### config.mk
export PLATFORM = sky130hd
export DESIGN_NAME = trig_match_top
export DESIGN_NICKNAME = d
export VERILOG_FILES = /design/src/rtl/trig_match_pkg.sv /design/src/rtl/trig_match_cell.sv /design/src/rtl/trig_match_hist.sv /design/src/rtl/trig_match_top.sv
export SDC_FILE = /design/constraint.sdc
export NUM_CORES = 1
export LEC_CHECK = 0
export ABC_AREA = 1
export BUFFER_PORTS_ARGS = -buffer_cell sky130_fd_sc_hd__buf_2
export CORE_MARGIN = 5
export CORE_UTILIZATION = 39
export CTS_CLUSTER_DIAMETER = 40
export DETAILED_ROUTE_END_ITERATION = 10
export PLACE_DENSITY_LB_ADDON = 0.1
export SLEW_MARGIN = 10
export SYNTH_ARGS = -nofsm -noshare
export SYNTH_HDL_FRONTEND = slang
export SYNTH_SLANG_ARGS = --single-unit
### constraint.sdc
create_clock -name clk -period 1.55 [get_ports clk]
set_clock_uncertainty 0.2 [all_clocks]
set_input_delay 0.155 -clock clk [delete_from_list [all_inputs] [get_ports clk]]
set_output_delay 0.155 -clock clk [all_outputs]
set_load 0.1 [all_outputs]
### src/rtl/trig_match_pkg.sv
package trig_match_pkg;

  // Condition class selected by {mask, edge}
  typedef enum logic [1:0] {
    COND_LEVEL    = 2'b00,
    COND_DIR_EDGE = 2'b01,
    COND_IGNORE   = 2'b10,
    COND_ANY_EDGE = 2'b11
  } cond_kind_t;

  typedef struct packed {
    logic en;
    logic mask;
    logic value;
    logic edg;
  } ch_cfg_t;

endpackage

### src/rtl/trig_match_cell.sv
module trig_match_cell
  import trig_match_pkg::*;
(
  input  ch_cfg_t cfg_i,
  input  logic    cur_i,
  input  logic    prev_i,
  input  logic    have_prev_i,
  output logic    ok_o
);

  cond_kind_t kind;
  logic       moved;

  assign kind  = cond_kind_t'({cfg_i.mask, cfg_i.edg});
  assign moved = have_prev_i & (cur_i ^ prev_i);

  always_comb begin
    ok_o = 1'b1;
    if (cfg_i.en) begin
      unique case (kind)
        COND_LEVEL:    ok_o = (cur_i == cfg_i.value);
        COND_DIR_EDGE: ok_o = moved & (cur_i == cfg_i.value);
        COND_IGNORE:   ok_o = 1'b1;
        COND_ANY_EDGE: ok_o = moved;
        default:       ok_o = 1'b1;
      endcase
    end
  end

endmodule

### src/rtl/trig_match_hist.sv
module trig_match_hist #(
  parameter int W = 16
) (
  input  logic         clk,
  input  logic         rst_n,
  input  logic         clr_i,
  input  logic         load_i,
  input  logic [W-1:0] smp_i,
  output logic [W-1:0] prev_o,
  output logic         have_prev_o
);

  logic [W-1:0] prev_d, prev_q;
  logic         have_d, have_q;

  always_comb begin
    prev_d = prev_q;
    have_d = have_q;
    if (clr_i) begin
      have_d = 1'b0;
    end else if (load_i) begin
      prev_d = smp_i;
      have_d = 1'b1;
    end
  end

  always_ff @(posedge clk or negedge rst_n) begin
    if (!rst_n) begin
      prev_q <= '0;
      have_q <= 1'b0;
    end else begin
      prev_q <= prev_d;
      have_q <= have_d;
    end
  end

  assign prev_o      = prev_q;
  assign have_prev_o = have_q;


  hist_hold_chk: assert property (@(posedge clk) disable iff (!rst_n)
    (!clr_i && !load_i) |=> ($stable(prev_q) && $stable(have_q)));


  hist_clear_chk: assert property (@(posedge clk) disable iff (!rst_n)
    clr_i |=> !have_q);

endmodule

### src/rtl/trig_match_top.sv
module trig_match_top
  import trig_match_pkg::*;
#(
  parameter int N_CH = 16
) (
  input  logic            clk,
  input  logic            rst_n,
  input  logic            arm_i,
  input  logic            smp_vld_i,
  input  logic [N_CH-1:0] smp_i,
  input  logic [N_CH-1:0] mask_i,
  input  logic [N_CH-1:0] value_i,
  input  logic [N_CH-1:0] edge_i,
  input  logic [N_CH-1:0] chen_i,
  output logic            trig_o
);

  logic [N_CH-1:0] prev;
  logic            have_prev;
  logic [N_CH-1:0] ch_ok;
  logic            accept;
  logic            hit;
  logic            fire_d;
  logic            done_d, done_q;
  logic            trig_q;

  assign accept = arm_i & smp_vld_i;

  trig_match_hist #(.W(N_CH)) hist_i (
    .clk         (clk),
    .rst_n       (rst_n),
    .clr_i       (~arm_i),
    .load_i      (accept),
    .smp_i       (smp_i),
    .prev_o      (prev),
    .have_prev_o (have_prev)
  );

  for (genvar k = 0; k < N_CH; k++) begin : g_ch
    ch_cfg_t cfg;
    assign cfg.en    = chen_i[k];
    assign cfg.mask  = mask_i[k];
    assign cfg.value = value_i[k];
    assign cfg.edg   = edge_i[k];

    trig_match_cell cell_i (
      .cfg_i       (cfg),
      .cur_i       (smp_i[k]),
      .prev_i      (prev[k]),
      .have_prev_i (have_prev),
      .ok_o        (ch_ok[k])
    );


    first_edge_chk: assert property (@(posedge clk) disable iff (!rst_n)
      (accept && !have_prev && chen_i[k] && edge_i[k]) |-> !ch_ok[k]);
  end

  assign hit = &ch_ok;

  always_comb begin
    fire_d = accept & hit & ~done_q;
    done_d = arm_i & (done_q | fire_d);
  end

  always_ff @(posedge clk or negedge rst_n) begin
    if (!rst_n) begin
      done_q <= 1'b0;
      trig_q <= 1'b0;
    end else begin
      done_q <= done_d;
      trig_q <= fire_d;
    end
  end

  assign trig_o = trig_q;


  one_cycle_trig_chk: assert property (@(posedge clk) disable iff (!rst_n)
    trig_o |=> !trig_o);


  trig_src_chk: assert property (@(posedge clk) disable iff (!rst_n)
    trig_o |-> $past(arm_i && smp_vld_i));


  no_trig_unarmed_chk: assert property (@(posedge clk) disable iff (!rst_n)
    !arm_i |=> !trig_o);


  once_per_arm_chk: assert property (@(posedge clk) disable iff (!rst_n)
    (trig_o && arm_i) |=> (!trig_o && done_q));

endmodule

Word level (Yosys, flattened, before mapping)
Cells that the tools add are included.
{ "totals": {"out_inout_bits": 1, "word_cells": 175, "inputBits": 84, "ff_bits": 19} }
{ "op_classes": {"eq_ne": 65, "mux": 34, "bitwise_logic": 54, "n_reduce_logical": 18} }
{ "ops": {"columns": ["cell", "n"], "rows": [
  ["2-bit equality test, second input constant", 32],
  ["1-bit one-hot mux with 4 select lines", 16],
  ["1-bit AND", 36],
  ["2-bit by 1-bit equality test with 1-bit output, second input constant", 16],
  ["2-bit zero test", 16],
  ["1-bit two-way mux", 18],
  ["1-bit equality test", 16],
  ["16-bit AND reduction", 1],
  ["1-bit bitwise XOR", 16],
  ["2-bit by 1-bit inequality test with 1-bit output, second input constant", 1],
  ["2-bit AND reduction", 1],
  ["1-bit NOT", 1],
  ["1-bit OR", 1]
]} }

Longest topological paths before layout
Gate-level depths: netlist of run 1.
{ "logic_depth": {"word_depth": 10, "mapped_depth": 12, "mapped_depth_nobuf": 12} }

Cells and area by module
From an unflattened synthesis of run 1, not the netlist that was laid out.
{ "hier_totals": {"hier_cells": 287, "area_unflattened_um2": 1591.5} }
{ "by_module_without_submodules": {"columns": ["mod", "cells_each", "instances", "seq_area_each_um2", "area_per_inst_um2"], "rows": [
  ["trig_match_cell", 12, 16, 0.0, 46.3],
  ["trig_match_hist", 73, 1, 425.4, 721.9],
  ["trig_match_top", 22, 1, 50.0, 128.9]
]} }

Worst setup path before layout of run 1
Ideal clock, no wire load.
{ "synth_path": {"kind": "flip-flop to flip-flop", "start": "register hist_i.have_q, in the netlist hist_i.have_prev_o", "end": "register done_q", "t_arrival_ps": 1146, "setup_ps": 115, "period_less_slack_ps": 1462, "slack_ps": 88, "path_stages_with_launch": 11, "path_buffers": 2, "required_ps": 1235, "path_cell_list": "dfrtp_1 -> buf_6 -> buf_12 -> nand2_1 -> o21ai_0 -> a21boi_0 -> nor2_1 -> nand3_1 -> nor2_1 -> nor2_1 -> nor2_1"} }
{ "synth_via": {"elab_chain_cells": 9, "elab_cells_between_ends": 69, "classes_between": "mux: 32; bitwise: 36; reduce/logical: 1"} }
{ "synth_lines": {"columns": ["item", "line", "source"], "rows": [
  ["start: declaration", "trig_match_hist.sv:14", "logic have_d, have_q;"],
  ["start signal: assignment", "trig_match_hist.sv:33", "have_q <= have_d;"],
  ["1-bit AND", "trig_match_cell.sv:15", "assign moved = have_prev_i & (cur_i ^ prev_i);"],
  ["1-bit AND", "trig_match_cell.sv:22", "COND_DIR_EDGE: ok_o = moved & (cur_i == cfg_i.value);"],
  ["1-bit one-hot mux with 4 select lines", "trig_match_cell.sv:20", "unique case (kind)"],
  ["1-bit two-way mux", "trig_match_cell.sv:19", "if (cfg_i.en) begin"],
  ["16-bit AND reduction *", "trig_match_top.sv:59", "assign hit = &ch_ok;"],
  ["1-bit AND * (2 in series)", "trig_match_top.sv:62", "fire_d = accept & hit & ~done_q;"],
  ["1-bit OR *", "trig_match_top.sv:63", "done_d = arm_i & (done_q | fire_d);"],
  ["1-bit AND *", "trig_match_top.sv:63", null],
  ["net done_d", "trig_match_top.sv:24", "logic done_d, done_q;"],
  ["end signal: assignment", "trig_match_top.sv:71", "done_q <= done_d;"],
  ["end: declaration", "trig_match_top.sv:24", null]
]} }
The timed path passes the listed nets; every way through them passes the cells marked *.
A chain may end at the register's enable or synchronous reset.

Worst setup path in the final report of run 1
Same ends and word-level chain as after synthesis.

==> flow_summary.toml, run 1 <==
[sta]
setup_viol = 2
fin_crit_sh = 1.05
rsz0062_at_grt = "true"
worst_slack_ns = -0.0726
finalHoldViolCount = 0
relSlewSlack = 0.681
clock.fmax_mhz = 616
fin_crit_ns = 1.62
slew_violations = 0
tightest_slew_ns = 0.482

[synthesis]
ys_types = 20
synth-edff-count = 0
synth_top_cell_by_area = "dfrtp_1"
synth_warnings = 0
netlist_instances = 204
ys_seq_area_frac = 0.341
synth_area_mm2 = 0.00140
synth_area_leaders = "dfrtp_1 (34%), nand2_1 (23%), mux2_2 (11%), nor2_1 (9.7%), o21ai_0 (4.3%)"
syn_avg_cell_area_um2 = 6.84
synthArstFlopShare = 1.00
synth-main-ff-cell = "dfrtp_1"
synth_seq_cells = 19
synth_nets = 288
netlist.area_leader.share = 0.341

[global_route]
grt_max_degree = 20
grt_pass1_vias = 1543
grt-ovfl-total = 0
grt_pass1_wl_mm = 6.50
antenna_found_initial = 0
grt_util_all_layers = 0.157

[critical_path]
cp_max_fo = 5
start_kind = "flip-flop"
required_ns = 1.59
path_class = "flip-flop to flip-flop"
r2r-end = "done_q$_DFF_PN0_"
critPathMaxStageDelay_ns = 0.41
critPathCapture = "done_q$_DFF_PN0_"
crit_start = "hist_i.have_prev_o$_DFFE_PN0P_"
r2r_cells = 11
r2r-start = "hist_i.have_prev_o$_DFFE_PN0P_"
cp_cell_sequence = "buf_6, nand2_1, o21ai_2, nand2_1, nand2_1, nand2_1, nor2_2, nand3_2, nor2_1, nor2_1, nor2_1"
cp.arrival_ns = 1.66
cp_slowest_cell = "dfrtp_1"
cp_common_cell = "nand2_1"
regToRegSetupSlack_ns = -0.07
crit_path_end_kind = "flip-flop"

[detailed_routing]
vias = 1611
wl_mm = 3.71
drt-vias-per-instance = 4.48
first_pass_iters = 4
drc = 0
post_drt_wl_per_cell_um = 10.3
ant_nets = 0
first_iter_violations = 44

[run_status]
violations = "negative setup slack"
status = "finished, violations left"

[cts]
cts_buffer_depth = 2
insertion_delay_ns = 0.29
clk_pin_slew_worst_paths_ns = 0.11
cts.htree.levels = 1
numCtsBuffers = 3
root_buffer = "clkbuf_4"
cts_tree = "yes"
postCtsSetupRepairBufs = 0
cts_sinks = 19

[flow_run]
cap_violations = 0

[place]
dp_hpwl_mm = 2.83
dp_cells = 335
port_buffers = 84
gp_congestion = 0.737

[pwr]
p_seq_frac = 0.454
leakage_nw = 1.14
p_comb_frac = 0.356
swShare = 0.306
p_per_area_mw_per_mm2 = 620
vdd_ir_drop_max_mv = 0.380
clkPwrFrac = 0.189
p_total_w = 0.00132
switching_power_w = 0.000404
intPower_w = 0.000919

[floorplan]
start_util = 0.412
dieArea_mm2 = 0.00487
die_w_um = 69.8
die_h_um = 69.8
core_area_mm2 = 0.00339
num_rows = 21
io_pins = 85

[cells_and_area]
layout.cells.non_filler = 360
n_antenna_cell = 0
fill_cells = 344
seqCellArea_um2 = 475
syn_to_final_growth_pct = 52.8
multi_input_area_um2 = 885
drive_gt1_frac = 0.373
utilization = 0.629
layout.nets = 399

[worst_hold_path]
hp-class = "primary input to flip-flop"
## layout make-up
cell class                      count  share of cell area
Clock buffer                        4              0.0123
Multi-Input combinational cell    176               0.415
Inverter                            6              0.0106
Tap cell                           46              0.0270
Sequential cell                    19               0.223
Timing Repair Buffer              109               0.312
## flip-flops by register name, indices dropped and copies added (netlist names)
signal,count
hist_i.prev_o,16
done_q,1
hist_i.have_prev_o,1
trig_o,1
## layout by cell type (no fill, tap or decap), types with 2 or more instances in the layout
| master | count |
|---|---|
| buf_2 | 84 |
| buf_4 | 3 |
| buf_6 | 2 |
| clkbuf_4 | 3 |
| dfrtp_1 | 19 |
| dlygate4sd3_1 | 20 |
| inv_1 | 6 |
| mux2_2 | 14 |
| nand2_1 | 87 |
| nand2_2 | 2 |
| nand3_1 | 2 |
| nor2_1 | 33 |
| nor2_2 | 3 |
| o21ai_0 | 4 |
| o21ai_1 | 12 |
| o21ai_2 | 5 |
| xnor2_1 | 5 |
| xor2_1 | 3 |
## Yosys cell counts, types with 2 or more instances
cell	count
nand2_1	87
nor2_1	36
dfrtp_1	19
mux2_2	14
o21ai_0	12
o21ai_1	7
inv_1	6
xnor2_1	5
nand3_1	3
xor2_1	3
nand2_2	2
o21ai_2	2
## stage by stage
| stage | setup TNS (ns) | area, µm² | hold slack [ns] | setup slack [ns] |
|---|---|---|---|---|
| final | -0.122 | 2130 | 0.0133 | -0.0726 |
| after global routing | -0.450 | 2130 | 0.0541 | -0.242 |
| after CTS | -0.0672 | 2120 | 0.0143 | -0.0393 |
| after detailed placement | -0.165 | 1870 | -0.0812 | -0.0948 |
| after global placement | -0.167 | 1870 | -0.0782 | -0.0879 |
| after floorplan | 0 | 1400 | -0.341 | 0.0882 |
## cells by family (layout without fill, tap and decap cells)
logic type,after synthesis,after routing,share of synthesized area
xor gates and xnor gates,8,8,0.0502
buffers and inverters,9,119,0.0421
AOI/OAI and AO/OA,23,23,0.0897
DFF,19,19,0.341
muxes,14,14,0.113
and+or+nand+nor,131,131,0.364
## what timing repair did
item	in CTS	in global routing
endpoints found under the setup margin	2	2
hold buffers	20	0
resized for setup	14	4
cloned	1	0
endpoints found under the hold margin	38	0
pin swaps	2	3
## how the worst min path moves through the flow
stage | start | to | slack [ns] | cells past startpoint
2_1_floorplan | rst_n | done_q$_DFF_PN0_ | -0.34 | 0
5_1_grt | chen_i[9] | trig_o$_DFF_PN0_ | 0.05 | 6
6_report | chen_i[12] | trig_o$_DFF_PN0_ | 0.01 | 6
3_5_place_dp | rst_n | hist_i.prev_o[5]$_DFFE_PN0P_ | -0.08 | 1
4_1_cts | chen_i[12] | trig_o$_DFF_PN0_ | 0.01 | 6
3_3_place_gp | rst_n | hist_i.prev_o[5]$_DFFE_PN0P_ | -0.08 | 1
## worst max-delay path: cells and delay by family (launching register included)
family	cells	cell delay, ns
flops	1	0.41
buf+inv	1	0.14
simple gates	9	0.70
compound gates	1	0.11
## power by group through the flow
stage                     registers [W]  logic (W)  clock network [W]
after floorplan                0.000603   0.000247                  0
after global placement         0.000607   0.000405                  0
after detailed placement       0.000610   0.000410                  0
after CTS                      0.000601   0.000468           0.000259
after global routing           0.000612   0.000539           0.000283
final                          0.000601   0.000471           0.000250
## layer usage
metal	vias up	wire length, µm	GRT usage
li1	870	-	-
met1	690	1650	0.195
met2	49	1750	0.277
met3	2	298	0.0319
met4	0	20	0.0383
met5	-	0	0
Note: power is estimated with default switching activity, not from simulation.
==> run 2, diff against run 1 <==
CORE_UTILIZATION = 40   (was 39)
SKIP_CTS_REPAIR_TIMING = 1   (was unset)
clock period = 2 ns   (was 1.55 ns; I/O delays follow)
==> run 2 against run 1 <==
- setup slack improved by 0.35 ns
- core utilization fell by 1.8 points
- largest power group unchanged
- first-iteration DRC count increased by 4.5%
- clock-buffer cell count is 1 lower
- the flow finishes with violations (negative hold slack)
- highest routed layer unchanged
- die area down 2.2%
- power down 25%
- non-clock buffer count is 5 lower
- critical endpoint unchanged
- sequential share of layout area increased by 0.84 points
- wire length is 3.7% lower
==> flow_summary.toml, run 2 (synthesized netlist as in run 1, its figures left out) <==
[place]
port_buffers = 84
place_area_mm2 = 0.00187
dp_hpwl_mm = 2.77
gp_congestion = 0.756

[floorplan]
core_area_mm2 = 0.00336
die_h_um = 69.1
dieArea_mm2 = 0.00477
io_pins = 85
num_rows = 21
die_w_um = 69.1
start_util = 0.415

[cells_and_area]
mostFrequentLayoutCells = "nand2_1 (87), buf_2 (84), nor2_1 (36), dfrtp_1 (19), dlygate4sd3_1 (16)"
n_antenna_cell = 0
fill_cells = 356
drive_gt1_frac = 0.356
syn_to_final_growth_pct = 47.3
layout_commonest_cell = "nand2_1"
postLayoutCellArea_mm2 = 0.00205
layout.nets = 394
largest_reg_flops = 16

[sta]
slew_violations = 0
whs_ns = -0.0130
fin_crit_sh = 0.861
tightest_slew_ns = 0.486
setup_viol = 0
clock.fmax_mhz = 581
finalHoldViolCount = 2
rsz0062_at_grt = "false"
fin_crit_ns = 1.72
fin_tns_setup_ns = 0
relSlewSlack = 0.678

[global_route]
grt_max_degree = 20
grt_pass1_vias = 1426
grt-busiest-layer = "met2"
grt-ovfl-total = 0
grt_use_met2 = 0.239
antenna_found_initial = 0
grtUsageMet3 = 0.0349
grt_pass1_wl_mm = 5.86
grt_util_all_layers = 0.142
met1_usage = 0.181

[flow_run]
cap_violations = 0

[detailed_routing]
first_iter_violations = 46
drc = 0
post_drt_wl_per_cell_um = 10.1
vias = 1552
drt-vias-per-instance = 4.37
wl_mm = 3.58
first_pass_iters = 4
ant_nets = 0

[critical_path]
cp.arrival_ns = 1.76
crit_path_end_kind = "flip-flop"
path_class = "primary input to flip-flop"
cp_max_fo = 5
required_ns = 2.04
start_kind = "primary input"

[cts]
numCtsBuffers = 3
root_buffer = "clkbuf_4"
insertion_delay_ns = 0.30
cts_tree = "yes"
cts_sinks = 19
clk_pin_slew_worst_paths_ns = 0.11
cts.htree.levels = 1
cts_buffer_depth = 2

[run_status]
violations = "negative hold slack"
status = "finished, violations left"

[pwr]
p_per_area_mw_per_mm2 = 486
leakage_nw = 1.11
vdd_ir_drop_max_mv = 0.330

[worst_hold_path]
hp-class = "primary input to flip-flop"
## run 2: changes by cell type in the layout (fill, tap and decap cells not counted), sizes merged
cell / delta
dlygate4sd3: -4
clkbuf: -1
buf: -1
clkinv: +1
## run 2: final timing paths
kind,endpoint,cells after the start,start,slack (ns)
worst max-delay path,done_q$_DFF_PN0_,12,smp_i[13],0.28
worst min-delay path,hist_i.prev_o[5]$_DFFE_PN0P_,2,smp_i[5],-0.01
worst max register to register,done_q$_DFF_PN0_,11,hist_i.have_prev_o$_DFFE_PN0P_,0.41
worst min register to register,trig_o$_DFF_PN0_,1,done_q$_DFF_PN0_,0.24
max in group asynchronous,hist_i.prev_o[12]$_DFFE_PN0P_,2,rst_n,1.13
min in group asynchronous,hist_i.prev_o[4]$_DFFE_PN0P_,2,rst_n,0.17
## run 2: report_power, final
part	switching, W	internal (W)
clock	0.000122	0.0000745
combinational	0.000149	0.000187
sequential	0.0000319	0.000433
total	0.000304	0.000694
## run 2: per-stage QoR
stage	util	hold slack [ns]	worst slack, ns	std cells	total power (W)
floorplan	-	-0.296	0.538	204	0.000658
global placement	0.555	-0.0310	0.434	335	0.000786
detailed placement	0.555	-0.0323	0.408	335	0.000790
CTS	0.563	-0.368	0.385	339	0.000989
global route	0.611	0.000890	0.115	355	0.00109
finish	0.611	-0.0130	0.278	355	0.000998
## run 2: cell type report
class,count,area [µm²],share of cell area
Clock buffer,3,22.5,0.0110
Timing Repair Buffer,104,611,0.297
Inverter,6,22.5,0.0110
Multi-Input combinational cell,176,861,0.419
Tap cell,46,57.6,0.0280
Clock inverter,1,5.00,0.00244
Sequential cell,19,475,0.231
## run 2: critical path, cell delays in order
cell           delay, ns
dlygate4sd3_1       0.53
buf_2               0.14
or2_1               0.20
nand3b_1            0.09
nand2_1             0.05
nand2_1             0.05
nand2_1             0.05
nor2_1              0.12
nand3_1             0.11
nor2_1              0.10
nor2_1              0.04
nor2_1              0.07
## run 2: per-layer routing
| layer | part of all wire | vias to the layer above |
|---|---|---|
| met1 | 0.45 | 638 |
| met4 | 0.0095 | 0 |
| met5 | 0 | - |
| met3 | 0.065 | 4 |
| met2 | 0.47 | 52 |
| li1 | - | 858 |
==> run 3, diff against run 2 <==
MAX_ROUTING_LAYER = met4   (was unset)
TNS_END_PERCENT = 30   (was unset)
==> run 3 against run 2 <==
- the run still ends with negative hold slack left
- global-route usage rose by 0.40 points
- critical path depth unchanged
- setup slack is the same
- non-clock buffer count is the same
- combinational power is essentially flat
- critical path type unchanged
==> flow_summary.toml, run 3 (synthesized netlist as in run 1, its figures left out) <==
[pwr]
leakage_nw = 1.11
switching_power_w = 0.000304
p_per_area_mw_per_mm2 = 486
clkPwrFrac = 0.197
p_comb_frac = 0.337
p_seq_frac = 0.466
intPower_w = 0.000694
swShare = 0.304
vdd_ir_drop_max_mv = 0.330

[sta]
setup_viol = 0
relSlewSlack = 0.678
fin_crit_ns = 1.72
fin_crit_sh = 0.861
slew_violations = 0
clock.fmax_mhz = 581
tightest_slew_ns = 0.486
fin_tns_setup_ns = 0
finalHoldViolCount = 2
whs_ns = -0.0130
rsz0062_at_grt = "false"

[place]
gp_congestion = 0.765
dp_cells = 335
port_buffers = 84
dp_hpwl_mm = 2.77

[cts]
clk_pin_slew_worst_paths_ns = 0.11
cts_buffer_depth = 2
root_buffer = "clkbuf_4"
cts_sinks = 19
insertion_delay_ns = 0.30
cts_tree = "yes"
numCtsBuffers = 3
cts.htree.levels = 1

[critical_path]
cp.arrival_ns = 1.76
cp_cell_sequence = "dlygate4sd3_1, buf_2, or2_1, nand3b_1, nand2_1, nand2_1, nand2_1, nor2_1, nand3_1, nor2_1, nor2_1, nor2_1"
crit_path_end_kind = "flip-flop"
path_class = "primary input to flip-flop"
cp_slowest_cell = "dlygate4sd3_1"
critPathBufInv = 2
required_ns = 2.04
critPathMaxStageDelay_ns = 0.53
cp_common_cell = "nor2_1"
cp_max_fo = 5
start_kind = "primary input"
crit_family = "simple AND/OR/NAND/NOR gates"

[global_route]
antenna_found_initial = 0
grt_pass1_wl_mm = 5.86
grt_util_all_layers = 0.146
grt-ovfl-total = 0
grt_max_degree = 20
grt_pass1_vias = 1426

[cells_and_area]
layout_commonest_cell = "nand2_1"
syn_to_final_growth_pct = 47.3
drive_gt1_frac = 0.356
utilization = 0.611
largest_reg_flops = 16
seqCellArea_um2 = 475
n_antenna_cell = 0
mostFrequentLayoutCells = "nand2_1 (87), buf_2 (84), nor2_1 (36), dfrtp_1 (19), dlygate4sd3_1 (16)"
multi_input_area_um2 = 861
layout.cells.non_filler = 355
fill_cells = 356
layout.nets = 394

[floorplan]
io_pins = 85
die_h_um = 69.1
start_util = 0.415
dieArea_mm2 = 0.00477
die_w_um = 69.1
core_area_mm2 = 0.00336
num_rows = 21

[detailed_routing]
first_iter_violations = 49
wl_mm = 3.58
drt-vias-per-instance = 4.37
ant_nets = 0
post_drt_wl_per_cell_um = 10.1
first_pass_iters = 4
drc = 0
vias = 1552

[run_status]
status = "finished, violations left"
violations = "negative hold slack"

[worst_hold_path]
hp-class = "primary input to flip-flop"

[flow_run]
cap_violations = 0
==> run 3: worst reg2reg max path, stage by stage, from the launching register on <==
cell and delay [ns]:
dfrtp_1 0.36, buf_4 0.18, nand2_1 0.06, o21ai_0 0.13
nand2_1 0.06, nand2_1 0.05, nand2_1 0.05, nor2_1 0.12
nand3_1 0.11, nor2_1 0.10, nor2_1 0.04, nor2_1 0.07
==> run 3: path summary, 6_finish.rpt <==
check,startpoint,to,slack [ns],cells after the start
max,smp_i[13],done_q$_DFF_PN0_,0.28,12
min,smp_i[5],hist_i.prev_o[5]$_DFFE_PN0P_,-0.01,2
max reg2reg,hist_i.have_prev_o$_DFFE_PN0P_,done_q$_DFF_PN0_,0.41,11
min reg2reg,done_q$_DFF_PN0_,trig_o$_DFF_PN0_,0.24,1
max in group asynchronous,rst_n,hist_i.prev_o[12]$_DFFE_PN0P_,1.13,2
min in group asynchronous,rst_n,hist_i.prev_o[4]$_DFFE_PN0P_,0.17,2
==> run 3: per-layer routing <==
| layer | track usage | wire length, µm | vias to the layer above |
|---|---|---|---|
| li1 | - | - | 858 |
| met1 | 0.181 | 1620 | 638 |
| met2 | 0.239 | 1690 | 52 |
| met3 | 0.0349 | 234 | 4 |
| met4 | 0.0390 | 34 | 0 |
| met5 | - | 0 | - |
==> run 3: metrics by stage <==
step	total power, W	setup WS, ns	hold WS, ns	instance area [µm²]
after floorplan	0.000658	0.538	-0.296	1400
after global placement	0.000786	0.434	-0.0310	1870
after detailed placement	0.000790	0.408	-0.0323	1870
after CTS	0.000989	0.385	-0.368	1890
after global routing	0.00109	0.115	0.000890	2050
final	0.000998	0.278	-0.0130	2050
==> run 3: power by group through the flow <==
stage / registers, W / logic (W) / clock network (W)
finish: 0.000465 / 0.000337 / 0.000197
global route: 0.000474 / 0.000391 / 0.000225
CTS: 0.000465 / 0.000318 / 0.000206
detailed placement: 0.000472 / 0.000318 / 0
global placement: 0.000472 / 0.000314 / 0
floorplan: 0.000467 / 0.000191 / 0
==> run 3: final cells by class <==
class	count	share of cell area
clock buffer	3	0.0110
clock inverter	1	0.00244
inverter	6	0.0110
multi-input combinational	176	0.419
sequential	19	0.231
tap	46	0.0280
timing repair buffer	104	0.297
